### config.mk
export PLATFORM = sky130hd
export DESIGN_NAME = tw_mem_slave
export DESIGN_NICKNAME = d
export VERILOG_FILES = /design/src/rtl/tw_pkg.sv /design/src/rtl/tw_cmd_fsm.sv /design/src/rtl/tw_prog_timer.sv /design/src/rtl/tw_store.sv /design/src/rtl/tw_mem_slave.sv
export SDC_FILE = /design/constraint.sdc
export NUM_CORES = 2
export LEC_CHECK = 0
export BUFFER_PORTS_ARGS = -buffer_cell sky130_fd_sc_hd__buf_2
export CAP_MARGIN = 40
export CORE_ASPECT_RATIO = 0.9
export CORE_MARGIN = 10
export CORE_UTILIZATION = 56
export CTS_CLUSTER_DIAMETER = 40
export DETAILED_ROUTE_END_ITERATION = 10
export PLACE_DENSITY = 0.73
export SYNTH_ARGS = -nofsm -noshare
export SYNTH_HDL_FRONTEND = slang
export SYNTH_SLANG_ARGS = --single-unit
### constraint.sdc
create_clock -name clk -period 8.7 [get_ports clk]
set_input_delay 0.435 -clock clk [delete_from_list [all_inputs] [get_ports clk]]
set_output_delay 0.435 -clock clk [all_outputs]
set_load 0.01 [all_outputs]
### src/rtl/tw_pkg.sv
package tw_pkg;
    localparam int ADDR_W = 8;
    localparam int DATA_W = 8;
    localparam int OP_W   = 2;

    localparam logic [OP_W-1:0] OPC_NOP   = 2'b00;
    localparam logic [OP_W-1:0] OPC_WRITE = 2'b01;
    localparam logic [OP_W-1:0] OPC_READ  = 2'b10;
    localparam logic [OP_W-1:0] OPC_ERASE = 2'b11;

    typedef enum logic [2:0] {
        PH_IDLE, PH_OPC, PH_ADDR, PH_DIN, PH_DOUT, PH_DONE
    } phase_e;

    typedef enum logic [1:0] {
        PK_WORD, PK_BOUND, PK_UNLOCK
    } prog_kind_e;

    typedef struct packed {
        prog_kind_e          kind;
        logic [ADDR_W-1:0]   addr;
        logic [DATA_W-1:0]   data;
    } prog_req_t;

    function automatic logic word_open(input logic [ADDR_W-1:0] a,
                                       input logic [ADDR_W-1:0] limit,
                                       input logic unlocked);
        return unlocked || (a < limit);
    endfunction
endpackage

### src/rtl/tw_cmd_fsm.sv
module tw_cmd_fsm
    import tw_pkg::*;
(
    input  logic              clk,
    input  logic              rst,
    input  logic              sel,
    input  logic              ser_clk,
    input  logic              ser_in,
    input  logic              prog_en,
    input  logic              prot_mode,
    input  logic              busy,
    input  logic              otp,
    input  logic [ADDR_W-1:0] boundary,
    input  logic [DATA_W-1:0] mem_word,
    output logic [ADDR_W-1:0] look_addr,
    output logic              launch,
    output prog_req_t         launch_req,
    output logic              out_active,
    output logic              out_bit,
    output logic              cmd_active,
    output phase_e            phase_o
);
    localparam int CNT_W = $clog2(DATA_W + 2);

    phase_e             phase;
    logic               sclk_q;
    logic [CNT_W-1:0]   cnt;
    logic [OP_W-1:0]    op_sh;
    logic [ADDR_W-1:0]  addr_sh;
    logic [DATA_W-2:0]  data_sh;
    logic [DATA_W:0]    out_sh;
    logic               armed;
    logic               rise;
    logic [ADDR_W-1:0]  nxt_addr;
    logic [DATA_W-1:0]  nxt_data;

    assign rise      = ser_clk & ~sclk_q;
    assign nxt_addr  = {addr_sh[ADDR_W-2:0], ser_in};
    assign nxt_data  = {data_sh, ser_in};
    assign look_addr = nxt_addr;

    assign out_active = (phase == PH_DOUT);
    assign out_bit    = out_sh[DATA_W];
    assign cmd_active = (phase != PH_IDLE);
    assign phase_o    = phase;

    always_ff @(posedge clk) begin
        if (rst) begin
            phase      <= PH_IDLE;
            sclk_q     <= 1'b0;
            cnt        <= '0;
            op_sh      <= '0;
            addr_sh    <= '0;
            data_sh    <= '0;
            out_sh     <= '0;
            armed      <= 1'b0;
            launch     <= 1'b0;
            launch_req <= '0;
        end else begin
            sclk_q <= ser_clk;
            launch <= 1'b0;
            if (!sel) begin
                phase <= PH_IDLE;
                cnt   <= '0;
            end else if (rise) begin
                case (phase)
                    PH_IDLE: begin
                        if (ser_in && !busy) begin
                            phase <= PH_OPC;
                            cnt   <= '0;
                        end
                    end
                    PH_OPC: begin
                        op_sh <= {op_sh[0], ser_in};
                        if (cnt == CNT_W'(OP_W - 1)) begin
                            phase <= PH_ADDR;
                            cnt   <= '0;
                        end else begin
                            cnt <= cnt + 1'b1;
                        end
                    end
                    PH_ADDR: begin
                        addr_sh <= nxt_addr;
                        if (cnt != CNT_W'(ADDR_W - 1)) begin
                            cnt <= cnt + 1'b1;
                        end else begin
                            cnt   <= '0;
                            armed <= prot_mode && (op_sh == OPC_ERASE);
                            phase <= PH_DONE;
                            if (!prot_mode) begin
                                case (op_sh)
                                    OPC_READ: begin
                                        out_sh <= {1'b0, mem_word};
                                        phase  <= PH_DOUT;
                                    end
                                    OPC_WRITE: phase <= PH_DIN;
                                    OPC_ERASE: begin
                                        if (prog_en && word_open(nxt_addr, boundary, otp)) begin
                                            launch          <= 1'b1;
                                            launch_req.kind <= PK_WORD;
                                            launch_req.addr <= nxt_addr;
                                            launch_req.data <= '1;
                                        end
                                    end
                                    default: ;
                                endcase
                            end else begin
                                case (op_sh)
                                    OPC_READ: begin
                                        out_sh <= {1'b0, boundary};
                                        phase  <= PH_DOUT;
                                    end
                                    OPC_WRITE: begin
                                        if (prog_en) begin
                                            launch          <= 1'b1;
                                            launch_req.kind <= PK_BOUND;
                                            launch_req.addr <= nxt_addr;
                                            launch_req.data <= '0;
                                        end
                                    end
                                    OPC_NOP: begin
                                        if (prog_en && armed && !otp && (nxt_addr == '0)) begin
                                            launch          <= 1'b1;
                                            launch_req.kind <= PK_UNLOCK;
                                            launch_req.addr <= '0;
                                            launch_req.data <= '0;
                                        end
                                    end
                                    default: ;
                                endcase
                            end
                        end
                    end
                    PH_DIN: begin
                        data_sh <= nxt_data[DATA_W-2:0];
                        if (cnt != CNT_W'(DATA_W - 1)) begin
                            cnt <= cnt + 1'b1;
                        end else begin
                            cnt   <= '0;
                            phase <= PH_DONE;
                            if (prog_en && word_open(addr_sh, boundary, otp)) begin
                                launch          <= 1'b1;
                                launch_req.kind <= PK_WORD;
                                launch_req.addr <= addr_sh;
                                launch_req.data <= nxt_data;
                            end
                        end
                    end
                    PH_DOUT: begin
                        out_sh <= {out_sh[DATA_W-1:0], 1'b0};
                        if (cnt == CNT_W'(DATA_W)) begin
                            phase <= PH_DONE;
                            cnt   <= '0;
                        end else begin
                            cnt <= cnt + 1'b1;
                        end
                    end
                    default: ;
                endcase
            end
        end
    end
endmodule

### src/rtl/tw_prog_timer.sv
module tw_prog_timer
    import tw_pkg::*;
#(
    parameter int PROG_CYCLES = 40
) (
    input  logic      clk,
    input  logic      rst,
    input  logic      launch,
    input  prog_req_t launch_req,
    output logic      busy,
    output logic      commit,
    output prog_req_t commit_req
);
    localparam int CW = $clog2(PROG_CYCLES + 1);

    logic [CW-1:0] cnt;
    prog_req_t     req_q;

    assign busy       = (cnt != '0);
    assign commit     = (cnt == CW'(1));
    assign commit_req = req_q;

    always_ff @(posedge clk) begin
        if (rst) begin
            cnt   <= '0;
            req_q <= '0;
        end else if (launch && !busy) begin
            cnt   <= CW'(PROG_CYCLES);
            req_q <= launch_req;
        end else if (busy) begin
            cnt <= cnt - 1'b1;
        end
    end
endmodule

### src/rtl/tw_store.sv
module tw_store
    import tw_pkg::*;
(
    input  logic              clk,
    input  logic              rst,
    input  logic              commit,
    input  prog_req_t         commit_req,
    input  logic [ADDR_W-1:0] look_addr,
    output logic [DATA_W-1:0] mem_word,
    output logic [ADDR_W-1:0] boundary,
    output logic              otp
);
    localparam int DEPTH = 1 << ADDR_W;

    logic [DATA_W-1:0] mem [DEPTH];

    assign mem_word = mem[look_addr];

    always_ff @(posedge clk) begin
        if (rst) begin
            for (int i = 0; i < DEPTH; i++) mem[i] <= '0;
            boundary <= '1;
            otp      <= 1'b0;
        end else if (commit) begin
            case (commit_req.kind)
                PK_WORD:   mem[commit_req.addr] <= commit_req.data;
                PK_BOUND:  boundary <= commit_req.addr;
                PK_UNLOCK: otp <= 1'b1;
                default: ;
            endcase
        end
    end
endmodule

### src/rtl/tw_mem_slave.sv
module tw_mem_slave
    import tw_pkg::*;
#(
    parameter int PROG_CYCLES = 40
) (
    input  logic clk,
    input  logic rst,
    input  logic sel,
    input  logic ser_clk,
    input  logic ser_in,
    input  logic prog_en,
    input  logic prot_mode,
    output logic ser_out,
    output logic ser_out_en
);
    logic              busy;
    logic              commit;
    logic              launch;
    prog_req_t         launch_req;
    prog_req_t         commit_req;
    logic [ADDR_W-1:0] look_addr;
    logic [DATA_W-1:0] mem_word;
    logic [ADDR_W-1:0] boundary;
    logic              otp;
    logic              out_active;
    logic              out_bit;
    logic              cmd_active;
    phase_e            cmd_phase;
    logic              sel_q;
    logic              stat_mode;

    tw_cmd_fsm fsm_i (
        .clk(clk), .rst(rst), .sel(sel), .ser_clk(ser_clk), .ser_in(ser_in),
        .prog_en(prog_en), .prot_mode(prot_mode), .busy(busy), .otp(otp),
        .boundary(boundary), .mem_word(mem_word), .look_addr(look_addr),
        .launch(launch), .launch_req(launch_req), .out_active(out_active),
        .out_bit(out_bit), .cmd_active(cmd_active), .phase_o(cmd_phase)
    );

    tw_prog_timer #(.PROG_CYCLES(PROG_CYCLES)) timer_i (
        .clk(clk), .rst(rst), .launch(launch), .launch_req(launch_req),
        .busy(busy), .commit(commit), .commit_req(commit_req)
    );

    tw_store store_i (
        .clk(clk), .rst(rst), .commit(commit), .commit_req(commit_req),
        .look_addr(look_addr), .mem_word(mem_word), .boundary(boundary), .otp(otp)
    );

    always_ff @(posedge clk) begin
        if (rst) begin
            sel_q     <= 1'b0;
            stat_mode <= 1'b0;
        end else begin
            sel_q <= sel;
            if (!sel || cmd_active)
                stat_mode <= 1'b0;
            else if (!sel_q && busy)
                stat_mode <= 1'b1;
        end
    end

    assign ser_out_en = out_active | (stat_mode & sel);
    assign ser_out    = out_active ? out_bit : ~busy;
endmodule

==> results.cfg <==
[sta]
fmaxAchievable_ghz = 0.2135
slew_headroom = -0.009357
setup_tns_ns = 0
layout_worst_path_cycle_share = 0.5383
setup_viol = 0
final_hold_viol_count = 0
worst_slew_pin_slew_ns = 1.514
timing.final.crit_period_ns = 4.684
clock_skew_ns = 0.05643
grt_setup_unrepaired = false
slew_viol_final = 87
setup_slack_ns = 4.016
hold_ws_ns = 0.06411

[synthesis]
avgSynthCellArea_um2 = 13.80
synth_fa_ha_area_frac = 0.002369
post-synth-top-area-fraction = 0.6129
register_area_share_after_synthesis = 0.6307
yosys_register_bits = 2137
post_synth_and_or_nand_nor_area_fraction = 0.1701
synth.distinct_cells = 69
xor_and_xnor_area_share_after_synthesis = 0.0001746
syn_nets = 7298
post_synth_mux_area_share = 0.1270
dominant_combinational_cell_family_by_area_after_synthesis = simple AND/OR/NAND/NOR gates
yosys-top-cells-count = and3_1 (2052), edfxtp_1 (2048), clkbuf_1 (808)
async_flop_share = 0
syn-cell-area_um2 = 100300
synthTopCellsByArea = edfxtp_1 (61%), and3_1 (13%), mux4_2 (11%)
number_of_enable_flip_flop_cells_after_synthesis = 2048
yosysMostFrequentCell = and3_1
synthFlopType = edfxtp_1
post_synth_inst_count = 7272
synthDominantAreaCellType = edfxtp_1
synth_compound_area_frac = 0.02912
yosys_warnings = 0

[setup_path]
crit_required_ns = 9.26
critical_path.reg2reg.startpoint = timer_i.cnt[4]
cp-end-kind = flip-flop
cpPeakStageDelay_ns = 0.89
path_delay_family = simple AND/OR/NAND/NOR gates
slowest_cell_on_crit_path = nor3_4
worst_path_arrival_time_ns = 5.24
critical_path.cell_chain = nor3_1, nand3b_1, nor4_2, nand3b_1, nor3_4, buf_4, nand2_1, nand2_1
setup.worst_path.class = flip-flop to flip-flop
worst_setup_path_start_kind = flip-flop
critical_path.max_fanout = 112
critical_path.startpoint = timer_i.cnt[4]
cp.buffers_inverters = 1

[cts]
tritoncts_num_sinks = 2137
cts_tree = yes
clock_insertion_delay_worst_skew_ns = 0.92
cts_buffers = 292
max-clock-path-buffers = 4
clkSlewWorstSetupHoldPaths_ns = 0.05
cts_post_setup_buffers_inserted = 0
h-tree-depth = 5
clock-root-buffer = clkbuf_16
cts_resized = 0

[global_route]
grt_antenna_before_repair = 15
grt.overflow.total = 0
pin_count_of_the_biggest_net_entering_global_routing = 213
gr-usage-all-layers = 0.2892
via_count_of_the_first_global_routing_pass = 62912
grt_pass1_wl_um = 429400

[drt]
first_iter_violations = 11152
detail_route.drc_violations = 0
drtPass1Iterations = 6
vias = 65391
totalWireLength_um = 292300
route.detailed.vias_per_inst = 6.969
avgRoutedWirePerCell_um = 31.15
remaining_number_of_nets_flagged_by_the_antenna_check_after_routing = 0

[final_layout]
finish.utilization = 0.6216
layout-area-overhead-vs-synth_pct = 10.41
sequential_cell_area_um2 = 63330
n_fill_cell = 12492
finalNetCount = 6809
layout-drive-gt1-share = 0.1729
multi_input_comb_area_um2 = 33220
stdcell_area_um2 = 110800

[power]
power.density_cell_area_nw_per_um2 = 218.4
p_leak_nw = 45.91
vdd_ir_drop_max_mv = 0.1957

[outcome]
violations = max-slew violations
status = finished with violations

[floorplanning]
rows = 147
die_width_um = 466.2
start_util = 0.5630
fp.dieArea_um2 = 196500
core-area_um2 = 178200
ios = 9
die_h_um = 421.6

[worst_hold_path]
hold_path.startpoint = prog_en
timing.hold.worst.class = input pin to flip-flop

[placement]
cell_area_placed_um2 = 101500
placement.setup.worst_slack_ns = 3.796
port_buffers = 8
gp_congestion = 0.9249
post-dp-hpwl_um = 165700

[job]
drv.max_cap_violation_count = 0
worst register-to-register path: cells and delay by family, from the launching register on:
kind	cells	cell delay, ns
and+or+nand+nor	7	3.20
buffers and inverters	1	0.82
DFF	1	0.33
worst paths after layout:
kind | to | slack (ns) | cells past startpoint
worst max-delay path | store_i.mem[69][6] | 4.02 | 8
worst min-delay path | fsm_i.launch | 0.06 | 3
worst max register to register | store_i.mem[69][6] | 4.02 | 8
worst min register to register | timer_i.commit_req[3] | 0.44 | 2
cell type report:
cell class                      count  share of cell area
Clock inverter                    155             0.01416
Multi-Input combinational cell   4144              0.2999
Tap cell                         2384             0.02692
Sequential cell                  2137              0.5716
Clock buffer                      344             0.06952
Inverter                           22           0.0008131
Antenna cell                       11           0.0002485
Timing Repair Buffer              186             0.01684
metal layers:
layer	GRT usage	wire length [um]
met2	0.4260	131100
met3	0.08155	39300
met5	0	118
met1	0.4064	107700
met4	0.1195	14020
state kept, by name, summed over array words and instances, names as in the netlist:
register	flops
store_i.mem	2048
fsm_i.launch_req	18
timer_i.commit_req	18
fsm_i.out_sh	9
fsm_i.addr_sh	8
store_i.boundary	8
fsm_i.data_sh	7
timer_i.cnt	6
fsm_i.cnt	4
fsm_i.phase_o	3
fsm_i.op_sh	2
fsm_i.armed	1
fsm_i.launch	1
fsm_i.sclk_q	1
sel_q	1
stat_mode	1
store_i.otp	1
cells in the final DEF, fill, tap and decap left out, types with 31 or more instances in the layout:
cell,Yosys,layout
clkbuf_16,0,300
and3_1,2052,2052
o21ai_0,39,39
clkinv_2,0,32
mux2_2,43,43
edfxtp_1,2048,2048
nor2_1,101,82
a22oi_1,57,57
clkbuf_1,808,41
nor2b_1,34,31
a21oi_1,101,101
buf_4,54,138
mux2i_1,139,139
nand3_1,43,43
dfxtp_1,89,76
mux4_2,477,477
nand2_1,669,669
power breakdown:
part	internal [W]	switching, W
Sequential	0.0116	0.000108
Combinational	0.000330	0.000630
Clock	0.00703	0.00452
Total	0.0189	0.00526
metrics by stage:
stage	cells	power (W)
final	9383	0.02420
after global routing	9372	0.02473
after CTS	9371	0.02421
after detailed placement	8870	0.01284
after global placement	8845	0.01279
after floorplan	7272	0.01250
cell families after synthesis:
family	count (synthesis)
AND/OR/NAND/NOR	3036
flip-flops	2137
buffers and inverters	991
multiplexers	667
AO/OA/AOI/OAI	420
adder cells (fa/ha/maj)	19
XOR/XNOR	2
what timing repair did:
item	CTS	global route
setup endpoints to repair	0	0
endpoints found under the hold margin	7	0
hold buffers	2	0
Power figures use the tool's default switching activity.
